## config.mk

```make
export PLATFORM = sky130hd
export DESIGN_NAME = irq_chain_ctrl
export DESIGN_NICKNAME = d
export VERILOG_FILES = /design/src/rtl/irq_chain_pkg.sv /design/src/rtl/irq_sync.sv /design/src/rtl/irq_edge_bank.sv /design/src/rtl/irq_chain_ctrl.sv
export SDC_FILE = /design/constraint.sdc
export NUM_CORES = 1
export LEC_CHECK = 0
export BUFFER_PORTS_ARGS = -buffer_cell sky130_fd_sc_hd__buf_2
export CORE_ASPECT_RATIO = 1.75
export CORE_UTILIZATION = 25
export DETAILED_ROUTE_END_ITERATION = 6
export HOLD_SLACK_MARGIN = 0.02
export REMOVE_ABC_BUFFERS = 1
export SETUP_SLACK_MARGIN = 0.05
export SYNTH_ARGS = -nofsm -noshare
export SYNTH_HDL_FRONTEND = slang
export SYNTH_HIERARCHICAL = 1
export SYNTH_SLANG_ARGS = --single-unit
export TNS_END_PERCENT = 5
```

## constraint.sdc

```tcl
create_clock -name clk -period 2.4 [get_ports clk]
set_input_delay 0.72 -clock clk [delete_from_list [all_inputs] [get_ports clk]]
set_output_delay 0.72 -clock clk [all_outputs]
set_load 0.05 [all_outputs]
```

## src/rtl/irq_chain_pkg.sv

```systemverilog
package irq_chain_pkg;

  // Byte offsets of the four registers
  localparam int unsigned OFF_MAIN_CAUSE = 0;
  localparam int unsigned OFF_MAIN_MASK  = 4;
  localparam int unsigned OFF_BR_CAUSE   = 8;
  localparam int unsigned OFF_BR_MASK    = 12;

  typedef enum logic [2:0] {
    SEL_MAIN_CAUSE,
    SEL_MAIN_MASK,
    SEL_BR_CAUSE,
    SEL_BR_MASK,
    SEL_NONE
  } reg_sel_e;

  function automatic reg_sel_e decode_addr(int unsigned a);
    case (a)
      OFF_MAIN_CAUSE: return SEL_MAIN_CAUSE;
      OFF_MAIN_MASK:  return SEL_MAIN_MASK;
      OFF_BR_CAUSE:   return SEL_BR_CAUSE;
      OFF_BR_MASK:    return SEL_BR_MASK;
      default:        return SEL_NONE;
    endcase
  endfunction

endpackage

```

## src/rtl/irq_sync.sv

```systemverilog
module irq_sync #(
  parameter int W      = 8,
  parameter int STAGES = 2
) (
  input  logic         clk,
  input  logic         rst,
  input  logic [W-1:0] d,
  output logic [W-1:0] q
);

  logic [W-1:0] stg_q [STAGES];

  always_ff @(posedge clk) begin
    if (rst) begin
      for (int i = 0; i < STAGES; i++) stg_q[i] <= '0;
    end else begin
      stg_q[0] <= d;
      for (int i = 1; i < STAGES; i++) stg_q[i] <= stg_q[i-1];
    end
  end

  assign q = stg_q[STAGES-1];

endmodule

```

## src/rtl/irq_edge_bank.sv

```systemverilog
module irq_edge_bank #(
  parameter int W = 8
) (
  input  logic         clk,
  input  logic         rst,
  input  logic [W-1:0] lvl,
  input  logic         clr_en,
  input  logic [W-1:0] keep,
  output logic [W-1:0] cause,
  output logic [W-1:0] rise
);

  logic [W-1:0] prev_q;
  logic [W-1:0] cause_q;

  always_ff @(posedge clk) begin
    if (rst) prev_q <= '0;
    else     prev_q <= lvl;
  end

  assign rise = lvl & ~prev_q;

  // One sticky latch per source; a new edge outranks a clear
  for (genvar b = 0; b < W; b++) begin : g_bit
    always_ff @(posedge clk) begin
      if (rst)                   cause_q[b] <= 1'b0;
      else if (rise[b])          cause_q[b] <= 1'b1;
      else if (clr_en && !keep[b]) cause_q[b] <= 1'b0;
    end
  end

  assign cause = cause_q;

endmodule

```

## src/rtl/irq_chain_ctrl.sv

```systemverilog
module irq_chain_ctrl
  import irq_chain_pkg::*;
#(
  parameter int BR_W        = 8,
  parameter int MAIN_W      = 8,
  parameter int SYNC_STAGES = 2,
  parameter int ADDR_W      = 4,
  localparam int DW         = (BR_W > MAIN_W) ? BR_W : MAIN_W
) (
  input  logic              clk,
  input  logic              rst,
  input  logic [ADDR_W-1:0] addr,
  input  logic              wr_en,
  input  logic [DW-1:0]     wr_data,
  output logic [DW-1:0]     rd_data,
  input  logic [BR_W-1:0]   br_src,
  input  logic [MAIN_W-2:0] main_src,
  output logic              irq_out
);

  reg_sel_e sel;
  assign sel = decode_addr(int'(addr));

  logic [BR_W-1:0]   br_lvl;
  logic [BR_W-1:0]   br_cause;
  logic [BR_W-1:0]   br_rise;
  logic [BR_W-1:0]   br_mask;
  logic [MAIN_W-2:0] main_lvl;
  logic [MAIN_W-1:0] main_cause;
  logic [MAIN_W-1:0] main_mask;
  logic              br_summary;
  logic              irq_q;

  irq_sync #(.W(BR_W), .STAGES(SYNC_STAGES)) u_br_sync (
    .clk (clk), .rst (rst), .d (br_src), .q (br_lvl)
  );

  irq_sync #(.W(MAIN_W-1), .STAGES(SYNC_STAGES)) u_main_sync (
    .clk (clk), .rst (rst), .d (main_src), .q (main_lvl)
  );

  irq_edge_bank #(.W(BR_W)) u_br_bank (
    .clk    (clk),
    .rst    (rst),
    .lvl    (br_lvl),
    .clr_en (wr_en && sel == SEL_BR_CAUSE),
    .keep   (wr_data[BR_W-1:0]),
    .cause  (br_cause),
    .rise   (br_rise)
  );

  assign br_summary = |(br_cause & br_mask);
  assign main_cause = {br_summary, main_lvl};

  always_ff @(posedge clk) begin
    if (rst) begin
      br_mask   <= '0;
      main_mask <= '0;
    end else if (wr_en) begin
      if (sel == SEL_BR_MASK)   br_mask   <= wr_data[BR_W-1:0];
      if (sel == SEL_MAIN_MASK) main_mask <= wr_data[MAIN_W-1:0];
    end
  end

  always_ff @(posedge clk) begin
    if (rst) irq_q <= 1'b0;
    else     irq_q <= |(main_cause & main_mask);
  end

  assign irq_out = irq_q;

  always_comb begin
    rd_data = '0;
    case (sel)
      SEL_MAIN_CAUSE: rd_data[MAIN_W-1:0] = main_cause;
      SEL_MAIN_MASK:  rd_data[MAIN_W-1:0] = main_mask;
      SEL_BR_CAUSE:   rd_data[BR_W-1:0]   = br_cause;
      SEL_BR_MASK:    rd_data[BR_W-1:0]   = br_mask;
      default:        rd_data             = '0;
    endcase
  end

endmodule

```

==> impl_metrics.py, run 1 <==
metrics = {
    "global_routing": {
        "grt_start_max_net_pins": 35,
        "antenna_found_initial": 0,
        "grt_pass1_vias": 1885,
        "grt_pass1_wl_um": 9230,
        "overflow": 0,
        "grt.total_usage_pct": 11.3,
    },
    "detailed_routing": {
        "drt_pass1_iterations": 4,
        "wl_per_cell_um": 13.8,
        "routed_via_density": 4.48,
        "antenna_left": 0,
        "finalWirelength_um": 5740,
        "vias": 1867,
        "drt-initial-drc-count": 94,
        "drc": 0,
    },
    "timing": {
        "holdWs_ns": 0.430,
        "rsz0062_at_grt": "true",
        "maxSlewViolCount": 0,
        "worstMarginPinSlew_ns": 0.652,
        "tns_ns": 0,
        "timing.fmax_mhz": 425,
        "period_minus_slack_ns": 2.35,
        "worst_slack_ns": 0.0495,
        "report.final.setup_viol": 0,
        "slew_headroom_pct": 56.5,
        "finalHoldViolCount": 0,
        "post-route-period-util_pct": 97.9,
        "clock_skew_ns": 0.00431,
    },
    "setup_path": {
        "cp_slowest_cell": "mux4_2",
        "cp_max_fo": 6,
        "path_class": "in -> out",
        "start_kind": "primary input",
        "max_stage_delay_ns": 0.48,
        "required_ns": 1.68,
        "cp-end-kind": "primary output",
        "cp_data_arrival_time_ns": 1.63,
        "crit_chain": "buf_12, mux4_2, nor2b_2, buf_6",
    },
    "floorplanning": {
        "ioPinCount": 39,
        "die_w_um": 80.4,
        "rows": 49,
        "die_area_um2": 11200,
        "start_util_pct": 26.0,
        "dieHeight_um": 139,
        "core_area_um2": 10400,
    },
    "cts": {
        "clock-sinks": 63,
        "cts.htree.levels": 3,
        "cts_buffer_depth": 2,
        "hold_buffers": 0,
        "numCtsBuffers": 9,
        "clk-insertion-delay-late_ns": 0.33,
        "clkTransAtPathRegs_ns": 0.05,
        "cts_tree": "built",
        "root_buffer": "clkbuf_16",
    },
    "finish": {
        "final_cells": 417,
        "n_antenna_cell": 0,
        "utilization_pct": 32.3,
        "fill_cells": 1042,
        "multi_input_area_um2": 1190,
        "nets": 315,
        "syn_to_final_growth_pct": 24.2,
        "drive_gt1_share_pct": 36.2,
        "regArea_um2": 1260,
    },
    "synth": {
        "yosysSeqAreaShare_pct": 46.9,
        "synthMuxAreaShare_pct": 6.23,
        "synth_edf_count": 0,
        "synth_simple_gate_area_share_pct": 23.4,
        "synth_fa_ha_area_share_pct": 0,
        "netlist_area_um2": 2690,
        "synth_cell_types": 35,
        "synth_seq_cells": 63,
        "yosysWarnings": 6,
        "dominantRegCellSynth": "dfxtp_1",
        "synth_area_leader_cell": "dfxtp_1",
        "synth_top_area_share_pct": 46.9,
        "avgSynthCellArea_um2": 10.8,
        "synth-compound-area-share_pct": 14.0,
        "synth_xor_area_share_pct": 0,
        "netlist_instances": 248,
        "async_flop_share_pct": 0,
        "synth_top_family_by_area": "simple AND/OR/NAND/NOR gates",
        "synth.area.top_cells": "dfxtp_1, mux4_2, nor2b_2, nor2b_1, and2b_1",
    },
    "place": {
        "hpwlAfterDp_um": 4300,
        "gp_congestion": 0.766,
        "port_buffers": 38,
        "place_ws_ns": -0.251,
        "placed_cells": 399,
    },
    "pwr": {
        "power_leakage_nw": 1.35,
        "power_density_nw_per_um2": 762,
        "max-vdd-ir-drop_v": 0.000381,
    },
    "run_status": {
        "status": "complete, no violations",
    },
    "run": {
        "maxCapViolations": 0,
    },
    "min_path": {
        "min_path_type": "reg -> reg",
    },
}
[worst max-delay path, delay by kind of cell]
family	cells	cell delay, ns
muxes	1	0.48
buffers and inverters	2	0.25
and+or+nand+nor	1	0.17
[metrics by stage]
stage | power, W | instance area [µm²]
4_1_cts | 0.00258 | 3320
5_1_grt | 0.00266 | 3340
3_5_place_dp | 0.00130 | 2940
2_1_floorplan | 0.00120 | 2480
3_3_place_gp | 0.00130 | 2940
6_report | 0.00255 | 3340
[report_power, final]
group / switching (W) / total, W / leakage [nW] / internal (W)
clock: 0.000455 / 0.00125 / 0.142 / 0.000798
sequential: 0.0000176 / 0.00110 / 0.516 / 0.00109
combinational: 0.0000894 / 0.000189 / 0.689 / 0.000100
total: 0.000562 / 0.00255 / 1.35 / 0.00198
[sequential cells by signal (all words and copies together) (netlist names)]
register	flops
u_br_bank/cause	8
br_mask	8
u_br_bank/prev_q	8
u_main_sync/stg_q	14
main_mask	8
u_br_sync/stg_q	16
irq_out	1
[timing repair]
action | CTS | global route
endpoints found under the hold margin | 0 | 0
gates cloned | 1 | 0
buffers inserted | 1 | 0
endpoints found under the setup margin | 8 | 6
resized for setup | 20 | 5
[synth_stat cells, types with 2 or more instances]
library cell  number
buf_2              3
buf_4             15
nand2b_1           3
nand3_1            8
dfxtp_1           63
inv_1              9
and2b_2            6
buf_6              6
clkbuf_1           3
a22o_1             8
nor2b_1           23
nor2b_2           17
buf_1              2
a22oi_1            6
or2b_1             6
and2b_1           16
mux4_2             7
o21ai_1            8
a21oi_1            8
a31o_1             9
a311oi_1           8
[cell usage in the layout, fill, tap and decap left out, drive strengths merged, types with 2 or more instances in the layout]
master,count
a311oi,8
a22oi,6
buf,54
inv,10
mux4,7
and2b,22
a21oi,8
clkbuf,11
clkinv,4
nand2b,3
or2b,6
a22o,8
nand3,8
o21ai,8
a31o,9
nor2b,40
dfxtp,63
nor3b,2
[cell type report]
type,instances,share of cell area [%]
Clock inverter,6,1.83
Sequential cell,63,37.7
Tap cell,127,4.75
Multi-Input combinational cell,146,35.6
Inverter,10,1.20
Clock buffer,10,6.85
Timing Repair Buffer,55,12.0
[logic make-up after synthesis]
logic type / after synthesis
multiplexers: 8
buffers and inverters: 39
AND/OR/NAND/NOR: 87
AO/OA/AOI/OAI: 51
flip-flops: 63
[metal layers]
| layer | global-route usage, % | vias to the layer above | wire length [µm] |
|---|---|---|---|
| met5 | 0 | - | 0 |
| met4 | 8.46 | 0 | 193 |
| met3 | 2.82 | 13 | 224 |
| met2 | 20.3 | 35 | 3190 |
| met1 | 10.6 | 897 | 2130 |
| li1 | - | 922 | - |
[final timing paths]
check / startpoint / to / slack (ns) / cells after the start
setup / recovery: addr[3] / rd_data[1] / 0.05 / 4
setup reg to reg: u_br_bank/cause[0]$_SDFFE_PP0P_ / irq_out$_SDFF_PP0_ / 1.28 / 3
hold / removal: u_main_sync/stg_q[0][6]$_SDFF_PP0_ / u_main_sync/stg_q[0][13]$_SDFF_PP0_ / 0.43 / 1
hold reg to reg: u_main_sync/stg_q[0][6]$_SDFF_PP0_ / u_main_sync/stg_q[0][13]$_SDFF_PP0_ / 0.43 / 1
No activity file was read; power rests on OpenSTA's default activity.
==> run 2: changes to the inputs <==
--- a/config.mk
+++ b/config.mk
@@ -14,6 +14,5 @@
 export SETUP_SLACK_MARGIN = 0.05
 export SYNTH_ARGS = -nofsm -noshare
 export SYNTH_HDL_FRONTEND = slang
-export SYNTH_HIERARCHICAL = 1
 export SYNTH_SLANG_ARGS = --single-unit
 export TNS_END_PERCENT = 5
==> run 2 against run 1 <==
- cell area down 2.1%
- clock skew shrank 0.0010 ns
- sequential share of layout area up 0.82 points
- routed wire length is 2.4% lower
- clock power shrank 5%
- critical endpoint unchanged
- largest power group unchanged
==> impl_metrics.py, run 2 <==
metrics = {
    "run_status": {
        "status": "complete, no violations",
    },
    "synth": {
        "netlist_area_um2": 2460,
        "netlist_instances": 223,
        "synth_top_area_share_pct": 51.2,
        "synth_seq_cells": 63,
        "synth_commonest_cells": "dfxtp_1, nor2b_1, nand2_1, mux2i_1",
        "synth_area_leader_cell": "dfxtp_1",
        "synth_cell_types": 31,
        "dominantRegCellSynth": "dfxtp_1",
        "synth_top_family_by_area": "simple AND/OR/NAND/NOR gates",
        "yosysSeqAreaShare_pct": 51.2,
        "yosysMostFrequentCell": "dfxtp_1",
        "synth_simple_gate_area_share_pct": 22.4,
        "synth-compound-area-share_pct": 12.2,
        "yosysWarnings": 0,
        "synth_edf_count": 0,
        "synth_fa_ha_area_share_pct": 0,
        "synthMuxAreaShare_pct": 10.1,
        "synth_xor_area_share_pct": 0,
        "avgSynthCellArea_um2": 11.1,
        "synth.area.top_cells": "dfxtp_1, nor2b_1, mux4_2, mux2i_1, nand3_2",
        "async_flop_share_pct": 0,
    },
    "detailed_routing": {
        "drt-initial-drc-count": 76,
        "antenna_left": 0,
        "drc": 0,
        "wl_per_cell_um": 14.0,
        "routed_via_density": 4.39,
        "drt_pass1_iterations": 4,
        "vias": 1762,
        "finalWirelength_um": 5600,
    },
    "finish": {
        "largest_reg_flops": 16,
        "final_common_cell": "dfxtp_1",
        "utilization_pct": 34.3,
        "top_regs": "u_br_sync.stg_q (16), u_main_sync.stg_q (14)",
        "fill_cells": 995,
        "final_cell_mix": "dfxtp_1, nor2b_1, buf_2",
        "fin_area_um2": 3270,
        "final_cells": 401,
        "drive_gt1_share_pct": 37.3,
        "syn_to_final_growth_pct": 32.7,
        "nets": 304,
        "regMostFlops": "u_br_sync.stg_q",
        "n_antenna_cell": 0,
    },
    "global_routing": {
        "grt_start_max_net_pins": 46,
        "grt.total_usage_pct": 12.2,
        "antenna_found_initial": 0,
        "grt_pass1_wl_um": 9200,
        "overflow": 0,
        "grt_pass1_vias": 1816,
    },
    "floorplanning": {
        "die_w_um": 77.1,
        "die_area_um2": 10300,
        "dieHeight_um": 133,
        "rows": 47,
        "start_util_pct": 25.9,
        "core_area_um2": 9530,
        "ioPinCount": 39,
    },
    "timing": {
        "tns_ns": 0,
        "rsz0062_at_grt": "true",
        "report.final.setup_viol": 0,
        "post-route-period-util_pct": 98.0,
        "maxSlewViolCount": 0,
        "worst_slack_ns": 0.0475,
        "finalHoldViolCount": 0,
        "clock_skew_ns": 0.00327,
        "timing.fmax_mhz": 425,
        "period_minus_slack_ns": 2.35,
        "worstMarginPinSlew_ns": 0.376,
        "slew_headroom_pct": 74.9,
    },
    "min_path": {
        "hold_start": "u_br_sync.stg_q[0][2]$_SDFF_PP0_",
        "min_path_type": "reg -> reg",
    },
    "setup_path": {
        "cp_max_fo": 7,
        "critical_path_buf_inv_count": 2,
        "max_stage_delay_ns": 0.50,
        "cp_slowest_cell": "mux4_2",
        "cp_top_family": "multiplexers",
        "start_kind": "primary input",
        "cp_data_arrival_time_ns": 1.63,
        "reg2reg_from": "u_main_sync.stg_q[0][13]$_SDFF_PP0_",
        "crit_chain": "buf_16, mux4_2, nor2b_1, buf_6",
        "path_class": "in -> out",
        "cp-end-kind": "primary output",
        "required_ns": 1.68,
        "crit_start": "addr[2]",
    },
    "pwr": {
        "power_density_nw_per_um2": 759,
        "max-vdd-ir-drop_v": 0.000386,
        "power_leakage_nw": 1.21,
    },
    "place": {
        "placed_cell_area_um2": 2840,
        "hpwlAfterDp_um": 3990,
        "placed_cells": 383,
        "port_buffers": 38,
        "place_ws_ns": -0.308,
        "gp_congestion": 0.812,
    },
    "cts": {
        "root_buffer": "clkbuf_16",
        "cts.htree.levels": 3,
        "clock-sinks": 63,
        "clkTransAtPathRegs_ns": 0.05,
        "numCtsBuffers": 9,
        "cts_tree": "built",
        "clk-insertion-delay-late_ns": 0.33,
        "cts_buffer_depth": 2,
    },
    "run": {
        "maxCapViolations": 0,
    },
}
==> run 2: changes by cell type after synthesis, moves of 9 or more <==
| cell | before | now |
|---|---|---|
| and2b_1 | 16 | 0 |
| buf_4 | 15 | 1 |
| inv_1 | 9 | 0 |
| nand2_1 | 1 | 16 |
| nor2b_1 | 23 | 45 |
| nor2b_2 | 17 | 0 |
==> run 2: final timing paths <==
path,endpoint,slack (ns),cells after the start
worst max register to register,irq_out$_SDFF_PP0_,1.26,3
worst min-delay path,u_br_sync.stg_q[0][10]$_SDFF_PP0_,0.43,1
worst max-delay path,rd_data[1],0.05,4
worst min register to register,u_br_sync.stg_q[0][10]$_SDFF_PP0_,0.43,1
==> run 2: worst reg2reg max path: cells and delay by family (launching register included) <==
| family | cells | cell delay (ns) |
|---|---|---|
| flops | 1 | 0.32 |
| compound gates | 3 | 0.72 |
==> run 2: final cells by class <==
type / instances / area [µm²] / area share (%)
Timing Repair Buffer: 55 / 429 / 13.1
Clock inverter: 6 / 45.0 / 1.38
Tap cell: 122 / 153 / 4.67
Sequential cell: 63 / 1260 / 38.6
Multi-Input combinational cell: 143 / 1130 / 34.7
Inverter: 2 / 10.0 / 0.306
Clock buffer: 10 / 239 / 7.31
==> run 2: repair_timing <==
action,in CTS,in global routing
pin swaps,1,0
hold buffers,0,0
cloned,1,0
buffers inserted,1,0
resized for setup,24,9
setup endpoints to repair,8,7
==> run 2: per-stage QoR <==
stage | hold slack (ns) | power [W]
after floorplan | 0.414 | 0.00120
after global placement | 0.424 | 0.00129
after detailed placement | 0.425 | 0.00129
after CTS | 0.438 | 0.00252
after global routing | 0.450 | 0.00260
final | 0.434 | 0.00248
==> run 2: layer usage <==
metal / wire length [µm] / vias up / share of wire [%] / GRT usage [%]
met5: 0 / - / 0 / 0
met4: 193 / 0 / 3.4 / 8.91
met3: 273 / 12 / 4.9 / 3.42
met2: 3100 / 52 / 55 / 22.1
met1: 2030 / 818 / 36 / 11.5
li1: - / 880 / - / -
==> run 2: cell families (layout without fill, tap and decap cells) <==
family,Yosys count,count (layout)
muxes,16,16
DFF,63,63
AOI/OAI and AO/OA,43,43
buffers and inverters,17,73
and+or+nand+nor,84,84
==> run 2: report_power, final <==
| group | switching (W) | internal (W) | leakage, nW |
|---|---|---|---|
| combinational | 0.0000918 | 0.0000955 | 0.566 |
| clock | 0.000465 | 0.000728 | 0.131 |
| sequential | 0.0000173 | 0.00108 | 0.516 |
==> run 3: changes to the inputs <==
--- a/config.mk
+++ b/config.mk
@@ -6,12 +6,15 @@
 export NUM_CORES = 1
 export LEC_CHECK = 0
 export BUFFER_PORTS_ARGS = -buffer_cell sky130_fd_sc_hd__buf_2
+export CELL_PAD_IN_SITES_DETAIL_PLACEMENT = 2
+export CELL_PAD_IN_SITES_GLOBAL_PLACEMENT = 2
 export CORE_ASPECT_RATIO = 1.75
 export CORE_UTILIZATION = 25
 export DETAILED_ROUTE_END_ITERATION = 6
 export HOLD_SLACK_MARGIN = 0.02
+export PLACE_DENSITY_LB_ADDON = 0.1
 export REMOVE_ABC_BUFFERS = 1
-export SETUP_SLACK_MARGIN = 0.05
+export SETUP_SLACK_MARGIN = 0.4
 export SYNTH_ARGS = -nofsm -noshare
 export SYNTH_HDL_FRONTEND = slang
 export SYNTH_SLANG_ARGS = --single-unit
==> run 3 against run 2 <==
- clock power increased by 27%
- flip-flop and latch count unchanged
- clock skew up 0.0011 ns
- worst hold slack got worse by 0.00059 ns
- critical path depth stayed put
- maximum frequency rose by 0.23%
- register-to-register slack lost 0.05 ns
- worst setup slack better by 0.0055 ns
- routed wire length is 17% higher
- core utilization increased by 1.1 points
- count of clock-buffer cells in the layout unchanged
- global-route usage is 2.0 points higher
- critical endpoint is now rd_data[0]
- largest cell class unchanged
==> impl_metrics.py, run 3 (synthesis results as in run 2) <==
metrics = {
    "run_status": {
        "status": "complete, no violations",
    },
    "timing": {
        "worstMarginPinSlew_ns": 0.416,
        "clock_skew_ns": 0.00439,
        "maxSlewViolCount": 0,
        "rsz0062_at_grt": "true",
        "period_minus_slack_ns": 2.35,
        "slew_headroom_pct": 72.3,
        "holdWs_ns": 0.434,
        "timing.fmax_mhz": 426,
        "finalHoldViolCount": 0,
        "post-route-period-util_pct": 97.8,
        "report.final.setup_viol": 0,
    },
    "setup_path": {
        "cp_max_fo": 7,
        "rr_worst_depth": 3,
        "start_kind": "primary input",
        "reg2reg_from": "u_main_sync.stg_q[0][13]$_SDFF_PP0_",
        "cp_data_arrival_time_ns": 1.63,
        "required_ns": 1.68,
        "crit_start": "addr[2]",
        "path_class": "in -> out",
        "r2r_slack_ns": 1.21,
        "r2r-end": "irq_out$_SDFF_PP0_",
        "cp-end-kind": "primary output",
    },
    "cts": {
        "cts.htree.levels": 3,
        "cts_buffer_depth": 2,
        "cts_tree": "built",
        "hold_buffers": 0,
        "numCtsBuffers": 9,
        "clkTransAtPathRegs_ns": 0.05,
        "clock-sinks": 63,
        "root_buffer": "clkbuf_16",
        "clk-insertion-delay-late_ns": 0.33,
    },
    "floorplanning": {
        "die_w_um": 77.1,
        "die_area_um2": 10300,
        "start_util_pct": 25.9,
        "core_area_um2": 9530,
        "dieHeight_um": 133,
        "ioPinCount": 39,
        "rows": 47,
    },
    "detailed_routing": {
        "drt-initial-drc-count": 48,
        "drc": 0,
        "vias": 1798,
        "wl_per_cell_um": 16.2,
        "antenna_left": 0,
        "finalWirelength_um": 6550,
        "drt_pass1_iterations": 4,
        "routed_via_density": 4.46,
    },
    "finish": {
        "n_antenna_cell": 0,
        "regMostFlops": "u_br_sync.stg_q",
        "final_cell_mix": "dfxtp_1, nor2b_1, buf_2",
        "top_regs": "u_br_sync.stg_q (16), u_main_sync.stg_q (14)",
        "largest_reg_flops": 16,
        "final_cells": 403,
        "multi_input_area_um2": 1160,
        "fill_cells": 1038,
        "nets": 306,
        "drive_gt1_share_pct": 38.8,
        "regArea_um2": 1260,
        "syn_to_final_growth_pct": 36.8,
        "final_common_cell": "dfxtp_1",
    },
    "pwr": {
        "power_density_nw_per_um2": 833,
        "max-vdd-ir-drop_v": 0.000434,
        "finalPower_w": 0.00281,
        "power_leakage_nw": 1.26,
    },
    "global_routing": {
        "grt.total_usage_pct": 14.2,
        "grt_pass1_vias": 1977,
        "overflow": 0,
        "grt_start_max_net_pins": 23,
        "antenna_found_initial": 0,
        "grt_pass1_wl_um": 10600,
    },
    "min_path": {
        "hold_start": "u_main_sync.stg_q[0][5]$_SDFF_PP0_",
        "whs_path_depth": 1,
        "min_path_type": "reg -> reg",
        "min_delay_worst_endpoint": "u_main_sync.stg_q[0][12]$_SDFF_PP0_",
    },
    "place": {
        "gp_congestion": 0.696,
        "placed_cells": 385,
        "hpwlAfterDp_um": 4530,
        "port_buffers": 38,
    },
    "run": {
        "maxCapViolations": 0,
    },
}
-- run 3: report_power, final --
part / total [W] / internal, W / switching (W)
Clock: 0.00151 / 0.00104 / 0.000468
Sequential: 0.00110 / 0.00108 / 0.0000179
Combinational: 0.000198 / 0.0000989 / 0.0000989
-- run 3: per-layer routing --
layer,vias to the layer above,wire length (µm),global-route usage (%)
met5,-,0,0
met4,0,129,7.23
met3,8,180,3.63
met2,33,3510,25.2
met1,872,2730,15.3
li1,885,-,-
-- run 3: what timing repair did --
action | in CTS | in global routing
buffers inserted | 1 | 0
endpoints found under the hold margin | 0 | 0
resized for setup | 31 | 8
setup endpoints to repair | 8 | 8
pin swaps | 1 | 0
gates cloned | 1 | 0
-- run 3: how the worst max path moves through the flow --
stage	endpoint	slack, ns	depth (start not counted)
5_1_grt	rd_data[4]	0.03	4
4_1_cts	rd_data[0]	0.05	4
3_5_place_dp	rd_data[0]	-0.32	4
6_report	rd_data[0]	0.05	4
3_3_place_gp	rd_data[5]	-0.32	4
2_1_floorplan	rd_data[0]	-0.11	2
-- run 3: layout make-up --
type / instances / share of cell area, %
Tap cell: 122 / 4.53
Inverter: 2 / 0.297
Timing Repair Buffer: 57 / 13.2
Clock buffer: 10 / 7.09
Clock inverter: 6 / 3.19
Multi-Input combinational cell: 143 / 34.3
Sequential cell: 63 / 37.4
-- run 3: critical path: stages --
cell	delay, ns
buf_16	0.11
mux4_2	0.50
nor2b_4	0.14
buf_6	0.14
-- run 3: stage by stage --
| stage | worst slack (ns) | area (µm²) | utilization, % | TNS, ns |
|---|---|---|---|---|
| after floorplan | -0.106 | 2370 | - | -0.751 |
| after global placement | -0.322 | 2860 | 30.0 | -2.42 |
| after detailed placement | -0.319 | 2860 | 30.0 | -2.39 |
| after CTS | 0.0469 | 3340 | 35.1 | 0 |
| after global routing | 0.0284 | 3370 | 35.4 | 0 |
| final | 0.0530 | 3370 | 35.4 | 0 |
